===== config.mk =====
export PLATFORM = sky130hd
export DESIGN_NAME = agu_ls
export DESIGN_NICKNAME = d
export VERILOG_FILES = /design/src/rtl/agu_ls.sv
export SDC_FILE = /design/constraint.sdc
export NUM_CORES = 1
export LEC_CHECK = 0
export BUFFER_PORTS_ARGS = -buffer_cell sky130_fd_sc_hd__buf_2
export CORE_ASPECT_RATIO = 1.25
export CORE_MARGIN = 2
export CORE_UTILIZATION = 37
export CTS_CLUSTER_SIZE = 20
export DETAILED_ROUTE_END_ITERATION = 8
export PLACE_DENSITY = 0.66
export SLEW_MARGIN = 25
export SYNTH_ARGS = -nofsm -noshare
export SYNTH_HDL_FRONTEND = slang
export SYNTH_SLANG_ARGS = --single-unit

===== constraint.sdc =====
create_clock -name clk -period 6.4 [get_ports clk]
set_clock_uncertainty 0.15 [all_clocks]
set_input_delay 0.96 -clock clk [delete_from_list [all_inputs] [get_ports clk]]
set_output_delay 0.96 -clock clk [all_outputs]
set_load 0.01 [all_outputs]

===== src/rtl/agu_ls.sv =====
module agu_ls #(
  parameter int AW  = 32,
  parameter int SHW = 5
) (
  input  logic           clk,
  input  logic           rst,
  input  logic           in_valid,
  input  logic [1:0]     mode,
  input  logic [1:0]     src,
  input  logic           sub,
  input  logic [AW-1:0]  base,
  input  logic [AW-1:0]  imm,
  input  logic [AW-1:0]  idx,
  input  logic [SHW-1:0] shamt,
  output logic           out_valid,
  output logic [AW-1:0]  addr,
  output logic [AW-1:0]  wb_data,
  output logic           wb_en,
  output logic           err
);
  localparam logic [1:0] M_OFS  = 2'b00;
  localparam logic [1:0] M_PRE  = 2'b01;
  localparam logic [1:0] M_POST = 2'b10;
  localparam logic [1:0] M_RSV  = 2'b11;

  logic [AW-1:0] ofs, sum;
  logic          bad;

  assign ofs = (src == 2'b00) ? imm :
               (src == 2'b01) ? idx : (idx << shamt);
  assign sum = sub ? (base - ofs) : (base + ofs);
  assign bad = (mode == M_RSV);

  always_ff @(posedge clk) begin
    if (rst) begin
      out_valid <= 1'b0;
      wb_en     <= 1'b0;
      err       <= 1'b0;
      addr      <= '0;
      wb_data   <= '0;
    end else begin
      out_valid <= in_valid;
      wb_en     <= in_valid && (mode == M_PRE || mode == M_POST);
      err       <= in_valid && bad;
      if (in_valid) begin
        addr    <= bad ? '0 : (mode == M_POST) ? base : sum;
        wb_data <= (bad || mode == M_OFS) ? '0 : sum;
      end
    end
  end
endmodule



==> results_dict.tcl, run 1 <==
set metrics [dict create \
    cts_root_buffer "clkbuf_16" \
    end_kind "register" \
    crit_required_ns 6.47 \
    p_clk_frac 0.256 \
    antenna_cells 0 \
    maxSlewViolCount 0 \
    p_switching_uw 759.0 \
    numPortBuffers 175 \
    clk_latency_ns 0.32 \
    cts_buffers 9 \
    hold_class "register to register" \
    grt_usage 0.2428 \
    syn_area_um2 7440 \
    synth_top_area_frac 0.1803 \
    place_inst 1354 \
    tns_ns 0 \
    setup_viol 0 \
    io_pins 176 \
    tightest_slew_ns 0.9478 \
    synthArstFlopShare 0 \
    fin_cells 1369 \
    relSlewSlack 0.3658 \
    avgSynthCellArea_um2 8.095 \
    postLayoutCoreUtil 0.4572 \
    yosysTopAreaCell "dfxtp_1" \
    area_growth_syn_to_layout_pct 22.64 \
    std_cell_rows 58 \
    dr.pass1.iters 5 \
    wirelength_um 26190 \
    r2r_slack_ns 5.51 \
    grt_overflow_total 0 \
    crit_type "input pin to register" \
    drv_cap 0 \
    clkTransAtPathRegs_ns 0.05 \
    die_h_um 162.5 \
    htreeDepth 3 \
    drcViolationCount 0 \
    p_sw_frac 0.3791 \
    ys_ff_latch 67 \
    cts_tree "built" \
    hold_violations 0 \
    period_needed_ns 5.921 \
    period_share 0.9252 \
    startpoint_type "input pin" \
    vdd_ir_drop_max_v 0.0001546 \
    grt_pass1_wl_um 40720 \
    ys_warn_count 0 \
    fp.dieW_um 130.8 \
    clock_path_buffers 2 \
    multi_input_area_um2 5738 \
    synth_edf_count 0 \
    seq_power_share 0.246 \
    grt_max_degree 50 \
    p_per_area_nw_per_um2 219.4 \
    place_congestion 0.9616 \
    syn_inst 919 \
    core_um2 19960 \
    max_clock_freq_mhz 168.9 \
    crit_arrival_ns 5.99 \
    synth_common_cells "nor2_1 (106), nand2_1 (73), dfxtp_1 (67)" \
    fillerInstances 1980 \
    syn_nets 1063 \
    initial_core_util 0.3728 \
    cts-hold-fix-buffers 0 \
    rsz0062_at_grt "no" \
    ys_types 78 \
    synth-seq-area-share 0.1803 \
    drive_gt1_frac 0.2766 \
    viasPerCell 5.798 \
    power.leakage_uw 0.004005 \
    p_int_uw 1243 \
    synth.most_common_cell "nor2_1" \
    path_max_fanout 37 \
    first_global_vias 7564 \
    final_antenna_net_count 0 \
    dp_hpwl_um 21380 \
    synth_ff_type "dfxtp_1" \
    drt_iter0_drc 610 \
    die_area_um2 21260 \
    dr_total_vias 7938 \
    final_nets 1239 \
    synth_area_leaders "dfxtp_1 (18%), mux4_2 (8.8%), mux2i_1 (6.5%)" \
    cts.sinks 67 \
    outcome "finished, final reports clean" \
    antenna_found_initial 0 \
    wl_per_cell_um 19.13 \
    p_comb_frac 0.497 \
    register_area_um2 1341 \
]
[final cells by class]
class | count | area share
Clock inverter | 1 | 0.003291
Tap cell | 270 | 0.03703
Sequential cell | 67 | 0.1470
Inverter | 25 | 0.01029
Multi-Input combinational cell | 764 | 0.6289
Timing Repair Buffer | 228 | 0.1423
Clock buffer | 14 | 0.03113
[timing repair]
| item | in CTS | in global routing |
|---|---|---|
| resized for setup | 0 | 1 |
| endpoints found under the setup margin | 0 | 1 |
| hold endpoints to repair | 0 | 0 |
| buffers inserted | 0 | 0 |
[power by group through the flow]
stage	registers, µW	clock network [µW]	logic [µW]
2_1_floorplan	520	0	634
3_3_place_gp	501	0	978
3_5_place_dp	501	0	985
4_1_cts	493	516	989
5_1_grt	498	538	1100
6_report	493	513	996
[worst max-delay path, cell delays in order]
cell      delay, ns
buf_2          0.20
buf_12         0.25
mux4_2         0.58
mux2_2         0.33
a221oi_1       0.40
and4bb_1       0.31
and3_1         0.21
and3_4         0.23
nor2_1         0.05
xor2_1         0.17
ha_1           0.33
nand4_1        0.14
nor2b_1        0.06
a211oi_1       0.37
nor2_1         0.08
a211oi_1       0.22
nand2_1        0.11
a41o_1         0.27
o41ai_1        0.27
buf_4          0.18
mux2i_1        0.18
nand2_1        0.07
[state kept, by name, summed over array words and instances, names as in the netlist]
| register | cells |
|---|---|
| addr | 32 |
| err | 1 |
| out_valid | 1 |
| wb_data | 32 |
| wb_en | 1 |
[worst paths after layout]
path / cells after the start / end / startpoint
setup / recovery: 22 / addr[30] / shamt[0]
setup reg to reg: 2 / wb_data[31] / wb_data[31]
hold / removal: 2 / wb_data[24] / wb_data[24]
hold reg to reg: 2 / wb_data[24] / wb_data[24]
[routing by layer]
| layer | routed length, µm | GRT usage | vias up |
|---|---|---|---|
| met5 | 0 | 0 | - |
| met4 | 1014 | 0.1001 | 0 |
| met3 | 1075 | 0.01807 | 65 |
| met2 | 12710 | 0.4162 | 281 |
| met1 | 11380 | 0.3128 | 3767 |
| li1 | - | - | 3825 |
[kinds of logic (layout without fill, tap and decap cells)]
logic type / Yosys count / after routing / synth area share
AOI/OAI and AO/OA: 282 / 282 / 0.2617
xor gates and xnor gates: 58 / 58 / 0.06828
adders and majority gates: 35 / 35 / 0.05987
buffers and inverters: 88 / 268 / 0.04995
DFF: 67 / 67 / 0.1803
muxes: 106 / 106 / 0.1988
and+or+nand+nor: 283 / 283 / 0.1811
[layout by cell type (no fill, tap or decap), types with 29 or more instances in the layout]
cell	synthesis	routed
buf_2	9	175
nor2_1	106	106
nand2_1	73	73
dfxtp_1	67	67
a21oi_1	57	57
buf_4	0	51
mux2i_1	48	48
o21ai_0	40	40
xnor2_1	35	35
ha_1	34	34
mux4_2	29	29
[per-stage QoR]
step / cell area (µm²) / setup WS, ns / hold slack [ns] / total power (µW)
final: 9124 / 0.4786 / 0.3076 / 2002
after global routing: 9124 / 0.008193 / 0.3309 / 2132
after CTS: 9117 / 0.4818 / 0.3107 / 1998
after detailed placement: 8803 / 0.1380 / 0.3027 / 1487
after global placement: 8803 / 0.1710 / 0.2982 / 1479
after floorplan: 7440 / 0.5777 / 0.3336 / 1154
No activity file was read; power rests on OpenSTA's default activity.
==> inputs of run 2 (changes only) <==
==> constraint.sdc (replaced) <==
create_clock -name clk -period 7.12 [get_ports clk]
set_clock_uncertainty 0.15 [all_clocks]
set_input_delay 0.356 -clock clk [delete_from_list [all_inputs] [get_ports clk]]
set_output_delay 0.356 -clock clk [all_outputs]
set_load 0.01 [all_outputs]
==> run 2 against run 1 <==
Compared with the run above: worst setup slack gained 0.34 ns; combinational power down 15%; routed wire length down 2.1%; flip-flop and latch count did not move; largest power group unchanged; sequential share of layout area up 0.53 points; non-clock buffer count is 40 lower; hold slack got worse by 0.16 ns; core utilization shrank 1.6 points; clock power decreased by 5.5%; clock-buffer cell count shrank 4.
==> results_dict.tcl, run 2 (synthesis gave the netlist of run 1 again) <==
set metrics [dict create \
    first_global_vias 7215 \
    min_path_cells 3 \
    relSlewSlack 0.2300 \
    cts_root_buffer "clkbuf_16" \
    path_max_fanout 18 \
    fin_ws_ns 0.8210 \
    cts-hold-fix-buffers 0 \
    startpoint_type "input pin" \
    viasPerCell 5.825 \
    post_cts_buffers 0 \
    r2r_slack_ns 6.23 \
    reg_top3 "addr: 32 flops, wb_data: 32 flops" \
    reg2reg_from "wb_data[21]" \
    dp_slack_ns 0.7091 \
    cts_tree "built" \
    worstPathCellList "buf_2, mux2_2, mux2i_1, a31oi_1, a2111oi_0, and4_1, and2_1, a21oi_1, xor2_1, ha_1, a21o_1, a21o_1, a211oi_1, nor2_1, a211oi_1, nand2_1, a41o_1, o41ai_1, mux2i_1, nand2_1" \
    clk_latency_ns 0.33 \
    max_clock_freq_mhz 158.8 \
    tns_ns 0 \
    area_growth_syn_to_layout_pct 18.35 \
    drcViolationCount 0 \
    hold_class "input pin to register" \
    std_cell_rows 58 \
    final_antenna_net_count 0 \
    vdd_ir_drop_max_v 0.0001287 \
    grt_max_degree 50 \
    cts.sinks 67 \
    fin_area_um2 8805 \
    critPathSlowestCell "a2111oi_0" \
    ctsResizeCount 0 \
    power.leakage_uw 0.003807 \
    htreeDepth 3 \
    grt_pass1_wl_um 39330 \
    place_area_um2 8478 \
    setup_viol 0 \
    drt_iter0_drc 771 \
    io_pins 176 \
    die_h_um 162.5 \
    tightest_slew_ns 1.139 \
    wl_per_cell_um 19.28 \
    fillerInstances 2035 \
    period_share 0.8847 \
    outcome "finished, final reports clean" \
    r2r-end "wb_data[21]" \
    initial_core_util 0.3728 \
    antenna_found_initial 0 \
    hold_violations 0 \
    cts_buffers 9 \
    grt_usage 0.2353 \
    dr_total_vias 7747 \
    die_area_um2 21260 \
    final_common_cell "buf_2" \
    numPortBuffers 175 \
    hp-start "base[30]" \
    clkTransAtPathRegs_ns 0.06 \
    place_congestion 0.9643 \
    antenna_cells 0 \
    grt_overflow_total 0 \
    drive_gt1_frac 0.2500 \
    wirelength_um 25640 \
    reg2regPathDepth 2 \
    drv_cap 0 \
    end_kind "register" \
    clock_path_buffers 2 \
    final_nets 1199 \
    dp_hpwl_um 20680 \
    crit_type "input pin to register" \
    most-common-layout-cells "buf_2 (175), nor2_1 (106), nand2_1 (73), dfxtp_1 (67), a21oi_1 (57)" \
    whs_endpoint "addr[30]" \
    max_stage_delay_ns 0.94 \
    p_per_area_nw_per_um2 201.2 \
    crit_arrival_ns 6.37 \
    maxSlewViolCount 0 \
    period_needed_ns 6.299 \
    dr.pass1.iters 6 \
    core_um2 19960 \
    rsz0062_at_grt "no" \
    fp.dieW_um 130.8 \
    crit_required_ns 7.19 \
]
[run 2: area by class of cell]
cell class,count,area (µm²),share of cell area
multi-input combinational,764,5732,0.6510
sequential,67,1341,0.1523
timing repair buffer,188,973.4,0.1106
tap,270,337.8,0.03837
clock buffer,10,239.0,0.02714
inverter,25,93.84,0.01066
clock inverter,6,87.58,0.009947
[run 2: worst max-delay path by stage]
stage | start | endpoint | slack [ns] | cells past startpoint
5_1_grt | shamt[0] | addr[30] | 0.54 | 20
2_1_floorplan | src[0] | addr[29] | 1.90 | 21
3_5_place_dp | shamt[0] | addr[30] | 0.71 | 20
6_report | shamt[0] | addr[30] | 0.82 | 20
3_3_place_gp | shamt[0] | addr[30] | 0.81 | 21
4_1_cts | shamt[0] | addr[30] | 1.06 | 20
[run 2: metrics by stage]
step                      std cells  hold slack [ns]    util  total power, µW
after floorplan                 919           0.3336       -             1037
after global placement         1314           0.2989  0.4248             1281
after detailed placement       1314           0.3050  0.4248             1285
after CTS                      1330           0.1355  0.4412             1771
after global routing           1330           0.1518  0.4412             1883
final                          1330           0.1436  0.4412             1771
[run 2: worst max-delay path: cells and delay by family]
kind | cells | cell delay, ns
muxes | 3 | 1.17
adders and majority gates | 1 | 0.35
xor gates and xnor gates | 1 | 0.17
buffers and inverters | 1 | 0.36
AOI/OAI and AO/OA | 9 | 3.20
and+or+nand+nor | 5 | 0.75
[run 2: power by group]
part | total [µW] | switching, µW | internal [µW]
registers | 444 | 24.7 | 419
clock network | 485 | 168 | 316
logic | 843 | 491 | 352
total | 1770 | 684 | 1090
[run 2: layer usage]
metal  up-vias  GRT usage  part of all wire
met3        77    0.01741             0.053
li1       3750          -                 -
met1      3590     0.3098              0.43
met5         -          0                 0
met4         0     0.1044             0.046
met2       330     0.3925              0.48
